==> config.mk <==
export PLATFORM = sky130hd
export DESIGN_NAME = barrel_operand_shifter
export DESIGN_NICKNAME = d
export VERILOG_FILES = /design/src/rtl/bsh_pkg.sv /design/src/rtl/bsh_amount.sv /design/src/rtl/bsh_reg_shift.sv /design/src/rtl/bsh_imm_rot.sv /design/src/rtl/barrel_operand_shifter.sv
export SDC_FILE = /design/constraint.sdc
export NUM_CORES = 1
export LEC_CHECK = 0
export ABC_AREA = 1
export CORE_MARGIN = 2
export CORE_UTILIZATION = 35
export CTS_CLUSTER_DIAMETER = 80
export CTS_CLUSTER_SIZE = 16
export DETAILED_ROUTE_END_ITERATION = 16
export DONT_BUFFER_PORTS = 1
export SETUP_SLACK_MARGIN = 0.3
export SYNTH_ARGS = -nofsm -noshare
export SYNTH_HDL_FRONTEND = slang
export SYNTH_HIERARCHICAL = 1
export SYNTH_SLANG_ARGS = --single-unit
==> constraint.sdc <==
create_clock -name clk -period 0.8 [get_ports clk]
set_input_delay 0.24 -clock clk [delete_from_list [all_inputs] [get_ports clk]]
set_output_delay 0.24 -clock clk [all_outputs]
set_load 0.005 [all_outputs]
==> src/rtl/bsh_pkg.sv <==
`timescale 1ns/1ps
package bsh_pkg;

    typedef enum logic [2:0] {
        KIND_LSL = 3'd0,
        KIND_LSR = 3'd1,
        KIND_ASR = 3'd2,
        KIND_ROR = 3'd3,
        KIND_RRX = 3'd4
    } shift_kind_e;

endpackage

==> src/rtl/bsh_amount.sv <==
`timescale 1ns/1ps
// Picks the effective shift amount: the instruction field, or the low
// byte of a register.
module bsh_amount #(
    parameter int DATA_W  = 32,
    parameter int AMT_W   = 8,
    parameter int FIELD_W = 5
) (
    input  logic               from_reg,
    input  logic [FIELD_W-1:0] field,
    input  logic [DATA_W-1:0]  reg_val,
    output logic [AMT_W-1:0]   amount,
    output logic               is_zero
);
    logic unused_high;

    always_comb begin
        unused_high = ^reg_val[DATA_W-1:AMT_W];
        if (from_reg) begin
            amount = reg_val[AMT_W-1:0];
        end else begin
            amount = AMT_W'(field);
        end
        is_zero = (amount == '0);
    end
endmodule

==> src/rtl/bsh_reg_shift.sv <==
`timescale 1ns/1ps
// Register-operand shifter: five kinds, with carry-out.
module bsh_reg_shift
    import bsh_pkg::*;
#(
    parameter int DATA_W = 32,
    parameter int AMT_W  = 8
) (
    input  logic [DATA_W-1:0] val,
    input  logic [2:0]        kind,
    input  logic [AMT_W-1:0]  amount,
    input  logic              amt_zero,
    input  logic              cin,
    output logic [DATA_W-1:0] res,
    output logic              cout
);
    localparam int ROT_BITS = $clog2(DATA_W);

    logic [DATA_W:0]          lsl_ext;
    logic [DATA_W:0]          lsr_ext;
    logic signed [DATA_W:0]   asr_ext;
    logic [2*DATA_W-1:0]      ror_dbl;
    logic [ROT_BITS-1:0]      ror_amt;
    shift_kind_e              kind_e;

    always_comb begin
        kind_e  = shift_kind_e'(kind);
        // Extra bit beside the data catches the last bit shifted out.
        lsl_ext = {1'b0, val} << amount;
        lsr_ext = {val, 1'b0} >> amount;
        asr_ext = $signed({val, 1'b0}) >>> amount;
        ror_amt = amount[ROT_BITS-1:0];
        ror_dbl = {val, val} >> ror_amt;

        res  = val;
        cout = cin;
        unique case (kind_e)
            KIND_LSL: begin
                if (!amt_zero) begin
                    res  = lsl_ext[DATA_W-1:0];
                    cout = lsl_ext[DATA_W];
                end
            end
            KIND_LSR: begin
                if (!amt_zero) begin
                    res  = lsr_ext[DATA_W:1];
                    cout = lsr_ext[0];
                end
            end
            KIND_ASR: begin
                if (!amt_zero) begin
                    res  = asr_ext[DATA_W:1];
                    cout = asr_ext[0];
                end
            end
            KIND_ROR: begin
                if (!amt_zero) begin
                    res  = ror_dbl[DATA_W-1:0];
                    cout = ror_dbl[DATA_W-1];
                end
            end
            KIND_RRX: begin
                res  = {cin, val[DATA_W-1:1]};
                cout = val[0];
            end
            default: begin
                res  = val;
                cout = cin;
            end
        endcase
    end
endmodule

==> src/rtl/bsh_imm_rot.sv <==
`timescale 1ns/1ps
// Immediate operand: constant rotated right by twice the rotate field,
// built as one fixed-rotate stage per bit of the field.
module bsh_imm_rot #(
    parameter int DATA_W = 32,
    parameter int IMM_W  = 8,
    parameter int ROT_W  = 4
) (
    input  logic [IMM_W-1:0]  imm,
    input  logic [ROT_W-1:0]  rot,
    input  logic              cin,
    output logic [DATA_W-1:0] res,
    output logic              cout
);
    logic [DATA_W-1:0] stage [ROT_W+1];

    assign stage[0] = DATA_W'(imm);

    generate
        for (genvar k = 0; k < ROT_W; k++) begin : g_stage
            localparam int STEP = 2 << k;
            always_comb begin
                if (rot[k]) begin
                    stage[k+1] = {stage[k][STEP-1:0], stage[k][DATA_W-1:STEP]};
                end else begin
                    stage[k+1] = stage[k];
                end
            end
        end
    endgenerate

    always_comb begin
        res  = stage[ROT_W];
        cout = (rot == '0) ? cin : stage[ROT_W][DATA_W-1];
    end
endmodule

==> src/rtl/barrel_operand_shifter.sv <==
`timescale 1ns/1ps
module barrel_operand_shifter #(
    parameter int DATA_W  = 32,
    parameter int IMM_W   = 8,
    parameter int ROT_W   = 4,
    parameter int AMT_W   = 8,
    parameter int FIELD_W = $clog2(DATA_W)
) (
    input  logic               clk,
    input  logic               rst_n,
    input  logic               imm_mode,
    input  logic [IMM_W-1:0]   imm_byte,
    input  logic [ROT_W-1:0]   imm_rot,
    input  logic [DATA_W-1:0]  src_val,
    input  logic [2:0]         shift_kind,
    input  logic               amt_from_reg,
    input  logic [FIELD_W-1:0] amt_field,
    input  logic [DATA_W-1:0]  amt_reg,
    input  logic               carry_in,
    output logic [DATA_W-1:0]  operand_out,
    output logic               carry_out
);
    typedef struct packed {
        logic [DATA_W-1:0] operand;
        logic              carry;
    } out_t;

    out_t nxt_d;
    out_t out_q;

    logic [AMT_W-1:0]  amount;
    logic              amt_zero;
    logic [DATA_W-1:0] reg_res;
    logic              reg_cout;
    logic [DATA_W-1:0] imm_res;
    logic              imm_cout;

    bsh_amount #(
        .DATA_W (DATA_W),
        .AMT_W  (AMT_W),
        .FIELD_W(FIELD_W)
    ) u_amount (
        .from_reg(amt_from_reg),
        .field   (amt_field),
        .reg_val (amt_reg),
        .amount  (amount),
        .is_zero (amt_zero)
    );

    bsh_reg_shift #(
        .DATA_W(DATA_W),
        .AMT_W (AMT_W)
    ) u_reg_shift (
        .val     (src_val),
        .kind    (shift_kind),
        .amount  (amount),
        .amt_zero(amt_zero),
        .cin     (carry_in),
        .res     (reg_res),
        .cout    (reg_cout)
    );

    bsh_imm_rot #(
        .DATA_W(DATA_W),
        .IMM_W (IMM_W),
        .ROT_W (ROT_W)
    ) u_imm_rot (
        .imm (imm_byte),
        .rot (imm_rot),
        .cin (carry_in),
        .res (imm_res),
        .cout(imm_cout)
    );

    always_comb begin
        if (imm_mode) begin
            nxt_d.operand = imm_res;
            nxt_d.carry   = imm_cout;
        end else begin
            nxt_d.operand = reg_res;
            nxt_d.carry   = reg_cout;
        end
    end

    always_ff @(posedge clk or negedge rst_n) begin
        if (!rst_n) begin
            out_q <= '0;
        end else begin
            out_q <= nxt_d;
        end
    end

    assign operand_out = out_q.operand;
    assign carry_out   = out_q.carry;
endmodule

==> flow_summary_export.csv <==
group,metric,value,unit
drt,dr.first_iter.drc_count,2017,
die,ioPinCount,122,
power,p_int,7.76,mW
setup_path,required,1.01,ns
place,place_ws,-1.77,ns
place,gp_congestion,1.11,
yosys,synth_area_per_cell,4.83,um2
yosys,ys_types,36,
clock_tree,clock-root-buffer,"clkbuf_16",
die,die_area,28200,um2
final_layout,final_util,56.4,%
power,vdd_drop_max,0.000648,V
global_route,grt_max_degree,38,
sta,fin_ws,-1.24,ns
clock_tree,numClockSinks,33,
final_layout,final_common_cell,"nand2_1",
setup_path,worstSetupEndpointType,"register",
yosys,seq_area_frac_synth,8.77,%
final_layout,mostFrequentLayoutCells,"nand2_1, buf_4, nand3_1",
clock_tree,clockBufferDepth,2,
sta,fmaxAchievable,491,MHz
die,coreArea,26700,um2
job,max_cap_viol_count,0,
sta,tightest_slew,0.474,ns
sta,slew_violations,0,
power,combPwrFrac,75.8,%
yosys,synthesis.area,9410,um2
yosys,yosys_warnings,6,
clock_tree,cts_tree,"yes",
drt,ant_nets,0,
die,rows,60,
sta,timing.slew.headroom,68.1,%
die,die_w,168,um
die,die_y,168,um
sta,report.final.hold_viol_count,33,
final_layout,drive_gt1_share,37.8,%
setup_path,crit_arrival,2.25,ns
place,io_buffers,0,
drt,wl_per_cell,25.5,um
sta,rsz0062_at_grt,"true",
setup_path,crit_type,"input pin to register",
global_route,antenna_found_initial,3,
setup_path,crit_fanout,10,
final_layout,post-route-cell-area,15000,um2
sta,post-route-period-util,255,%
clock_tree,numCtsBuffers,5,
place,dp_hpwl,51200,um
sta,setup_violations,66,
worst_hold_path,hold_path.class,"input pin to async pin",
power,swShare,51.7,%
power,p_leak,7.71,nW
global_route,grt_pass1_vias,14900,
yosys,synthesis.nets,2039,
place,placed_cell_area,12900,um2
power,p_per_area,1070,nW/um2
power,p_clk_share,12.0,%
status,violations,"hold timing, setup timing",
power,switchingPower,8.31,mW
power,report.power.total,16.1,mW
drt,finalWirelength,65900,um
clock_tree,htreeDepth,2,
power,power_frac_seq,12.2,%
global_route,track_usage,45.3,%
drt,avgViaCountPerCell,6.14,
clock_tree,clk_pin_slew,0.06,ns
final_layout,area.growth.synth_to_final,59.7,%
final_layout,nFillCells,2805,
final_layout,final_nets,2327,
global_route,grt_overflow,0,
drt,drc,0,
die,start_util,35.3,%
yosys,synth_seq_cells,33,
sta,timing.hold.ws,-0.350,ns
setup_path,cp-start-kind,"input pin",
sta,tns,-40.78,ns
sta,period_needed,2.04,ns
status,status,"complete, but fails checks",
yosys,syn-instance-count,1950,
drt,vias,15900,
global_route,grt_pass1_wl,95400,um
drt,drt_pass1_iterations,6,
==> power groups by stage <==
stage	logic [mW]	clock network, mW	registers [mW]
finish	12.2	1.93	1.97
global route	12.8	2.02	1.98
CTS	11.2	1.95	1.97
detailed placement	10.0	0	2.00
global placement	9.98	0	1.99
floorplan	5.58	0	1.95
==> metrics by stage <==
stage | std cells | hold slack, ns
floorplan | 1950 | -0.0556
global placement | 2549 | -0.0548
detailed placement | 2549 | -0.0549
CTS | 2575 | -0.353
global route | 2579 | -0.361
finish | 2583 | -0.350
==> registers in the layout, indices dropped and copies added (netlist names) <==
name and flops:
carry_out 1, operand_out 32
==> synth_stat cells <==
cell / count / share of area (%)
dfrtp_1: 33 / 8.8
nand2_1: 708 / 28
o21ai_0: 82 / 4.4
nor3_1: 8 / 0.43
o21ai_1: 20 / 1.1
o311ai_0: 3 / 0.28
nand4_1: 44 / 2.9
inv_1: 87 / 3.5
buf_6: 8 / 0.96
nor2_2: 3 / 0.20
o21a_1: 5 / 0.40
nand2_2: 15 / 1.0
nand3b_1: 4 / 0.32
a221oi_1: 1 / 0.093
o31ai_1: 2 / 0.16
nor2_4: 1 / 0.12
inv_6: 1 / 0.093
inv_2: 5 / 0.20
a21oi_1: 87 / 4.6
clkinv_1: 7 / 0.28
mux2i_1: 1 / 0.11
or2_2: 1 / 0.066
buf_4: 14 / 1.1
o21ai_2: 1 / 0.093
buf_8: 1 / 0.16
a22oi_1: 4 / 0.32
nor2_1: 179 / 7.1
buf_1: 22 / 0.88
o211ai_1: 21 / 1.7
a41oi_1: 1 / 0.093
buf_2: 44 / 2.3
clkbuf_1: 50 / 2.0
o22ai_1: 4 / 0.27
inv_8: 1 / 0.12
a31oi_1: 4 / 0.27
nand3_1: 478 / 25
==> metal layers <==
| layer | up-vias | wire (um) | part of all wire, % | track usage (%) |
|---|---|---|---|---|
| met1 | 7394 | 25800 | 39 | 58.4 |
| met3 | 262 | 7290 | 11 | 9.38 |
| met2 | 1096 | 27700 | 42 | 68.8 |
| met4 | 0 | 5150 | 7.8 | 29.0 |
| met5 | - | 0 | 0 | 0 |
| li1 | 7110 | - | - | - |
==> final cells by class <==
type	instances	area, um2	share of cell area (%)
repair buffers	420	3900	25.9
well taps	341	427	2.84
multi-input cells	1677	9260	61.6
diodes	4	10.0	0.0666
clock buffers	7	143	0.949
inverters	101	467	3.10
flip-flops and latches	33	828	5.51
==> worst max-delay path by stage <==
stage / startpoint / to / slack (ns) / cells after the start
2_1_floorplan: amt_from_reg / carry_out / -1.13 / 24
3_3_place_gp: amt_field[0] / operand_out[13] / -1.79 / 19
3_5_place_dp: amt_reg[7] / operand_out[11] / -1.77 / 18
4_1_cts: amt_reg[0] / operand_out[26] / -1.16 / 21
5_1_grt: amt_from_reg / carry_out / -1.35 / 21
6_report: amt_from_reg / operand_out[26] / -1.24 / 19
==> cells by family (layout without fill, tap and decap cells) <==
logic type,after synthesis,count (layout),share of synthesized area [%]
DFF,33,33,8.77
AOI/OAI and AO/OA,235,235,13.7
muxes,1,1,0.106
and+or+nand+nor,1441,1441,65.8
buffers and inverters,240,528,11.6
other,0,4,0
==> critical path, stage by stage <==
cell and delay [ns]:
inv_12 0.02, nand2_1 0.08, nand2_4 0.14, inv_8 0.12, buf_12 0.15, buf_6 0.14, nand4_1 0.14, o21ai_2 0.11
nand2_1 0.10, buf_4 0.14, nand3_1 0.07, nand3_1 0.12, nand3_2 0.15, nand3_2 0.09, nand2_2 0.06, nor2_2 0.04
nor2_2 0.16, nand2_1 0.08, nand2_1 0.09
==> repair_timing <==
action | CTS | global route
buffers inserted | 13 | 3
hold endpoints to repair | 33 | 33
gates cloned | 6 | 1
setup endpoints to repair | 66 | 66
resized for setup | 310 | 150
pin swaps | 63 | 47
(Power assumes the default switching activity.)
